==> src/rtl/dec_signed_addsub.sv <==
`timescale 1ns/1ps
module dec_signed_addsub #(
  parameter int NDIG = 4
) (
  input  logic                  clk,
  input  logic                  rst_n,
  input  logic                  in_valid_i,
  input  logic                  sub_i,
  input  logic [4*(NDIG+1)-1:0] a_i,
  input  logic [4*(NDIG+1)-1:0] b_i,
  output logic [4*(NDIG+1)-1:0] sum_o,
  output logic                  cout_o,
  output logic                  ovf_o,
  output logic                  done_o
);
  localparam int ND = NDIG + 1;
  localparam int W  = 4 * ND;

  logic [ND:0]  cy;
  logic [W-1:0] sum_c;
  logic [3:0]   sa, sb_eff, sr;
  logic         ovf_c;

  assign cy[0] = sub_i;

  for (genvar i = 0; i < ND; i++) begin : g_dig
    logic [3:0] ad, bd, bx;
    logic [4:0] raw;
    assign ad  = a_i[4*i +: 4];
    assign bd  = b_i[4*i +: 4];
    assign bx  = sub_i ? (4'd9 - bd) : bd;
    assign raw = {1'b0, ad} + {1'b0, bx} + {4'b0, cy[i]};
    assign cy[i+1] = (raw > 5'd9);
    assign sum_c[4*i +: 4] = cy[i+1] ? (raw[3:0] + 4'd6) : raw[3:0];
  end

  assign sa     = a_i[W-1 -: 4];
  assign sb_eff = sub_i ? (4'd9 - b_i[W-1 -: 4]) : b_i[W-1 -: 4];
  assign sr     = sum_c[W-1 -: 4];
  assign ovf_c  = (sa == sb_eff) && (sr != sa);

  always_ff @(posedge clk or negedge rst_n) begin
    if (!rst_n) begin
      sum_o  <= '0;
      cout_o <= 1'b0;
      ovf_o  <= 1'b0;
      done_o <= 1'b0;
    end else begin
      done_o <= in_valid_i;
      if (in_valid_i) begin
        sum_o  <= sum_c;
        cout_o <= cy[ND];
        ovf_o  <= ovf_c;
      end
    end
  end
endmodule

==> config.mk <==
export PLATFORM = sky130hd
export DESIGN_NAME = dec_signed_addsub
export DESIGN_NICKNAME = d
export VERILOG_FILES = /design/src/rtl/dec_signed_addsub.sv
export SDC_FILE = /design/constraint.sdc
export NUM_CORES = 1
export LEC_CHECK = 0
export ABC_CLOCK_PERIOD_IN_PS = 2200
export BUFFER_PORTS_ARGS = -buffer_cell sky130_fd_sc_hd__buf_2
export CAP_MARGIN = 20
export CORE_MARGIN = 1.5
export CORE_UTILIZATION = 53
export CTS_CLUSTER_SIZE = 20
export DETAILED_ROUTE_END_ITERATION = 8
export PLACE_DENSITY = 0.86
export SYNTH_ARGS = -nofsm -noshare
export SYNTH_HDL_FRONTEND = slang
export SYNTH_SLANG_ARGS = --single-unit
export TNS_END_PERCENT = 100
==> constraint.sdc <==
create_clock -name clk -period 2.2 [get_ports clk]
set_clock_uncertainty 0.15 [all_clocks]
set_input_delay 0.11 -clock clk [delete_from_list [all_inputs] [get_ports clk]]
set_output_delay 0.11 -clock clk [all_outputs]
set_load 0.02 [all_outputs]
# Word level (Yosys, flattened, before mapping)

Cells that the tools add are included.

Magnitude comparators: 5
Add/sub/neg operators: 20
Muxes and demuxes: 10
Reductions and logical operators: 1
Equal/unequal tests: 2

Operator list:

| operator                                                                         | number |
|---|---|
| 4-bit 2-to-1 mux                                                                 | 10 |
| 4-bit by 4-bit adder with 5-bit output                                           | 5 |
| 5-bit by 1-bit adder with 5-bit output                                           | 5 |
| 5-bit by 4-bit greater-than comparator with 1-bit output (second input constant) | 5 |
| 4-bit by 3-bit adder with 4-bit output (second input constant)                   | 5 |
| 4-bit subtractor (first input constant)                                          | 5 |
| 4-bit == test                                                                    | 1 |
| 4-bit inequality test                                                            | 1 |
| 1-bit logical AND                                                                | 1 |

Flip-flop bits (word level): 23

# Depth between registers and ports, before layout

Word-level depth: 16
Gate-level depth with buffers: 44

# Worst setup path before layout

Ideal clock, no wire load.

Path type: input to register
Start: input port sub_i
End: register ovf_o
Stages on the path: 40
Path buffers: 2
Library setup time: 0.120 ns
Arrival: 10.097 ns
Required time: 1.930 ns
Setup slack: -8.167 ns
Cell sequence: clkbuf_1 clkbuf_1 o21ai_0 ha_1 xnor2_1 nor3b_1 a21oi_1 a21boi_1 inv_1 fa_1 fa_1 xnor2_1 ha_1 a32oi_1 a221oi_1 fa_1 inv_1 fa_1 (+4 left out) o31ai_1 fa_1 fa_1 inv_1 ha_1 a32oi_1 a221o_1 fa_1 fa_1 xnor2_1 ha_1 nand2_1 a22o_1 or2_0 mux2i_1 nor3_1 or4_1 a31o_1

Longest elaborated chain between the ends: 15

RTL lines:

| element                                                                                                            | RTL line | RTL |
|---|---|---|
| from (decl)                                                                                                        | 8        | `input logic sub_i,` |
| 4-bit 2-to-1 mux                                                                                                   | 31       | `assign bx = sub_i ? (4'd9 - bd) : bd;` |
| 4-bit by 4-bit adder with 5-bit output                                                                             | 32       | `assign raw = {1'b0, ad} + {1'b0, bx} + {4'b0, cy[i]};` |
| 5-bit by 1-bit adder with 5-bit output                                                                             | 32       |  |
| 5-bit by 4-bit greater-than comparator with 1-bit output                                                           | 33       | `assign cy[i+1] = (raw > 5'd9);` |
| 5-bit by 1-bit adder with 5-bit output                                                                             | 32       |  |
| 5-bit by 4-bit greater-than comparator with 1-bit output                                                           | 33       |  |
| 5-bit by 1-bit adder with 5-bit output                                                                             | 32       |  |
| 5-bit by 4-bit greater-than comparator with 1-bit output                                                           | 33       |  |
| 5-bit by 1-bit adder with 5-bit output                                                                             | 32       |  |
| 5-bit by 4-bit greater-than comparator with 1-bit output                                                           | 33       |  |
| 5-bit by 1-bit adder with 5-bit output                                                                             | 32       |  |
| 4-bit by 3-bit adder with 4-bit output or 5-bit by 4-bit greater-than comparator with 1-bit output (tied branches) | 34, 33   |  |
| 4-bit 2-to-1 mux                                                                                                   | 34       | `assign sum_c[4*i +: 4] = cy[i+1] ? (raw[3:0] + 4'd6) : raw[3:0];` |
| 4-bit inequality test                                                                                              | 40       | `assign ovf_c = (sa == sb_eff) && (sr != sa);` |
| 1-bit logical AND (*)                                                                                              | 40       |  |
| to (signal assigned)                                                                                               | 53       | `ovf_o <= ovf_c;` |
| to (decl)                                                                                                          | 13       | `output logic ovf_o,` |

Every way passes the cells marked *; elsewhere a longest branch is shown, timed or not.
A chain may end at the register's enable or synchronous reset.

# Worst setup path after layout

Start: input port b_i[0]
End: register ovf_o

Longest elaborated chain between the ends: 16

RTL lines:

| element                                                                                                            | RTL line | RTL |
|---|---|---|
| from (decl)                                                                                                        | 10       | `input logic [4*(NDIG+1)-1:0] b_i,` |
| 4-bit subtractor                                                                                                   | 31       |  |
| 4-bit 2-to-1 mux (*)                                                                                               | 31       |  |
| 4-bit by 4-bit adder with 5-bit output (*)                                                                         | 32       |  |
| 5-bit by 1-bit adder with 5-bit output (*)                                                                         | 32       |  |
| 5-bit by 4-bit greater-than comparator with 1-bit output (*)                                                       | 33       |  |
| 5-bit by 1-bit adder with 5-bit output (*)                                                                         | 32       |  |
| 5-bit by 4-bit greater-than comparator with 1-bit output (*)                                                       | 33       |  |
| 5-bit by 1-bit adder with 5-bit output (*)                                                                         | 32       |  |
| 5-bit by 4-bit greater-than comparator with 1-bit output (*)                                                       | 33       |  |
| 5-bit by 1-bit adder with 5-bit output (*)                                                                         | 32       |  |
| 5-bit by 4-bit greater-than comparator with 1-bit output (*)                                                       | 33       |  |
| 5-bit by 1-bit adder with 5-bit output (*)                                                                         | 32       |  |
| 4-bit by 3-bit adder with 4-bit output or 5-bit by 4-bit greater-than comparator with 1-bit output (tied branches) | 34, 33   |  |
| 4-bit 2-to-1 mux (*)                                                                                               | 34       |  |
| 4-bit inequality test (*)                                                                                          | 40       |  |
| 1-bit logical AND (*)                                                                                              | 40       |  |

Marks and branches as above.

==> results_dict.tcl <==
set metrics [dict create \
    setup_viol 20 \
    drcViolationCount 0 \
    root_buffer "clkbuf_8" \
    die_x_microns 68.7 \
    period_share 4.37 \
    io_pins 67 \
    grt_pass1_vias 2575 \
    yosysSeqAreaShare 0.252 \
    synth_top_area_frac 0.252 \
    grt_overflow 0 \
    routedWlPerCell_microns 25.5 \
    clock_sinks 23 \
    fmax_mhz 104 \
    crit_type "in2reg" \
    p_switching_mw 1.99 \
    tightest_slew_ps 798 \
    syn_inst 233 \
    min_path_type "in2async" \
    first_pass_iters 5 \
    design_area_sq_um 3940 \
    setup_tns_ps -83970 \
    failed_checks "negative setup slack" \
    vias_per_cell 6.50 \
    dr.first_iter.drc_count 311 \
    vias 2893 \
    grt_max_degree 32 \
    wl_mm 11.3 \
    port_buffers 66 \
    critPathArrivalTime_ps 9620 \
    grt_pass1_wl_mm 11.8 \
    cp_slowest_cell "fa_2" \
    crit_start "b_i[0]" \
    min_period_ps 9610 \
    ys_top_cells_by_area "dfrtp_1, ha_1, xnor2_1" \
    slew_viol_final 0 \
    synth_seq_cells 23 \
    dp_hpwl_mm 4.26 \
    drtAntennaViolNets 0 \
    die_y_microns 68.7 \
    worst-endpoint-required_ps 2210 \
    syn_avg_cell_area_sq_um 9.82 \
    power_mw 4.53 \
    dpl_cell_area_sq_um 3190 \
    drive_gt1_frac 0.605 \
    syn-num-nets 317 \
    yosysTopAreaCell "dfrtp_1" \
    antenna_found_initial 0 \
    clk_pin_slew_worst_paths_ps 90 \
    clk_latency_ps 260 \
    initial_utilization 0.560 \
    timing.final.ws_setup_ps -7410 \
    seq_power_share 0.168 \
    gp_congestion 0.885 \
    syn2layout_area_growth_pct 72.2 \
    r2r_start "ovf_o" \
    max_stage_delay_ps 560 \
    grt.total_usage 0.345 \
    p_leak_nw 1.98 \
    run_status "finished, violations left" \
    rsz0062_at_grt "yes" \
    core.rowCount 23 \
    pwr-share-comb 0.772 \
    cts_tree "yes" \
    startpoint_type "input pin" \
    cp_max_fo 4 \
    fin_nets 480 \
    ys_warn_count 0 \
    crit_top_cell "fa_2" \
    cellPowerDensity_nw_per_um2 1150 \
    htreeDepth 1 \
    hold_viol 0 \
    drv_cap 0 \
    ir_drop_mv 0.773 \
    p_int_mw 2.53 \
    cts_buffers 3 \
    synth_cell_types 35 \
    max-slew-margin-rel 0.468 \
    core-area_sq_um 4090 \
    end_kind "flip-flop" \
    clk_path_buf_depth 2 \
    pwr-share-clk 0.060 \
    n_antenna_cell 0 \
    synth.cell_area_sq_um 2290 \
    dieArea_sq_um 4720 \
    swShare 0.440 \
]
## cell families (layout without fill, tap and decap cells)
group | count (synthesis) | count (layout) | share of synthesized area
flops | 23 | 23 | 0.252
buf+inv | 25 | 187 | 0.0410
mux | 22 | 22 | 0.104
xor+xnor | 30 | 30 | 0.124
fa+ha+maj | 40 | 40 | 0.248
simple gates | 46 | 46 | 0.0952
compound gates | 47 | 47 | 0.136
## critical path: cells and delay by family
kind,cells,cell delay [ps]
fa+ha+maj,13,4510
compound gates,10,1890
simple gates,6,1260
xor+xnor,4,1050
mux,2,440
buf+inv,4,310
## cell usage in the layout (no fill, tap or decap), drive strengths merged, types with 4 or more instances in the layout
| master | instances |
|---|---|
| a21o | 8 |
| a21oi | 17 |
| buf | 162 |
| dfrtp | 23 |
| fa | 9 |
| ha | 31 |
| inv | 20 |
| mux2 | 14 |
| mux2i | 8 |
| nand2 | 17 |
| nand2b | 4 |
| nor2 | 12 |
| nor2b | 7 |
| o21ai | 7 |
| xnor2 | 24 |
| xor2 | 5 |
## layer usage
| layer | share of wire | global-route usage | wire, microns |
|---|---|---|---|
| met5 | 0 | 0 | 0 |
| met4 | 0.082 | 0.189 | 932 |
| met3 | 0.091 | 0.0487 | 1040 |
| met2 | 0.47 | 0.656 | 5370 |
| met1 | 0.35 | 0.361 | 4000 |
## through the flow
stage	worst slack (ps)	hold WS, ps	cells	util
4_1_cts	-6590	157	440	0.915
3_3_place_gp	-6730	-39.2	391	0.780
5_1_grt	-7690	236	445	0.964
2_1_floorplan	-6780	-336	233	-
6_report	-7410	226	445	0.964
3_5_place_dp	-6980	-36.9	391	0.780
## worst paths after layout
kind                              to  slack, ps  depth (start not counted)
setup / recovery               ovf_o      -7410                         39
hold / removal             sum_o[13]        230                          2
setup reg to reg               ovf_o       1210                          2
hold reg to reg             sum_o[9]        390                          1
max in group asynchronous   sum_o[4]       1300                          2
min in group clk              done_o        230                          1
## cell type report
type / count / area [sq um]
multi-input combinational: 185 / 2020
timing repair buffer: 163 / 1150
sequential: 23 / 576
fill: 89 / 149
inverter: 20 / 82.6
tap: 50 / 62.6
clock buffer: 3 / 41.3
clock inverter: 1 / 5.00
## flip-flops by register name (all words and copies together) (netlist names)
signal,flops
done_o,1
ovf_o,1
sum_o,20
cout_o,1
## power by group through the flow
stage          sequential (mW)  combinational (mW)  clock, mW
2_1_floorplan            0.932                1.18          0
3_3_place_gp             0.699                2.06          0
3_5_place_dp             0.710                2.14          0
4_1_cts                  0.707                2.79      0.270
5_1_grt                  0.770                3.64      0.278
6_report                 0.760                3.50      0.271
## cell usage after synthesis, drive strengths merged
| cell type | count |
|---|---|
| o21a | 1 |
| a221o | 1 |
| a21o | 8 |
| nor3b | 2 |
| nand2b | 4 |
| inv | 20 |
| xor2 | 5 |
| a21boi | 2 |
| ha | 31 |
| mux2i | 8 |
| a21oi | 17 |
| nand2 | 17 |
| dfrtp | 23 |
| o31ai | 2 |
| xnor3 | 1 |
| fa | 9 |
| nor3 | 1 |
| o211ai | 1 |
| nor4 | 1 |
| a31o | 3 |
| or2 | 1 |
| a22o | 2 |
| clkbuf | 5 |
| or4 | 1 |
| a32oi | 2 |
| a221oi | 1 |
| nor2 | 12 |
| xnor2 | 24 |
| o21ai | 7 |
| mux2 | 14 |
| nor2b | 7 |
## what timing repair did
| action | 4_1_cts | 5_1_grt |
|---|---|---|
| pin swaps | 17 | 12 |
| resized for setup | 37 | 30 |
| endpoints found under the hold margin | 23 | 0 |
| endpoints found under the setup margin | 20 | 20 |
| buffers inserted | 47 | 11 |
| hold buffers | 1 | 0 |
Note: power is estimated with default switching activity, not from simulation.
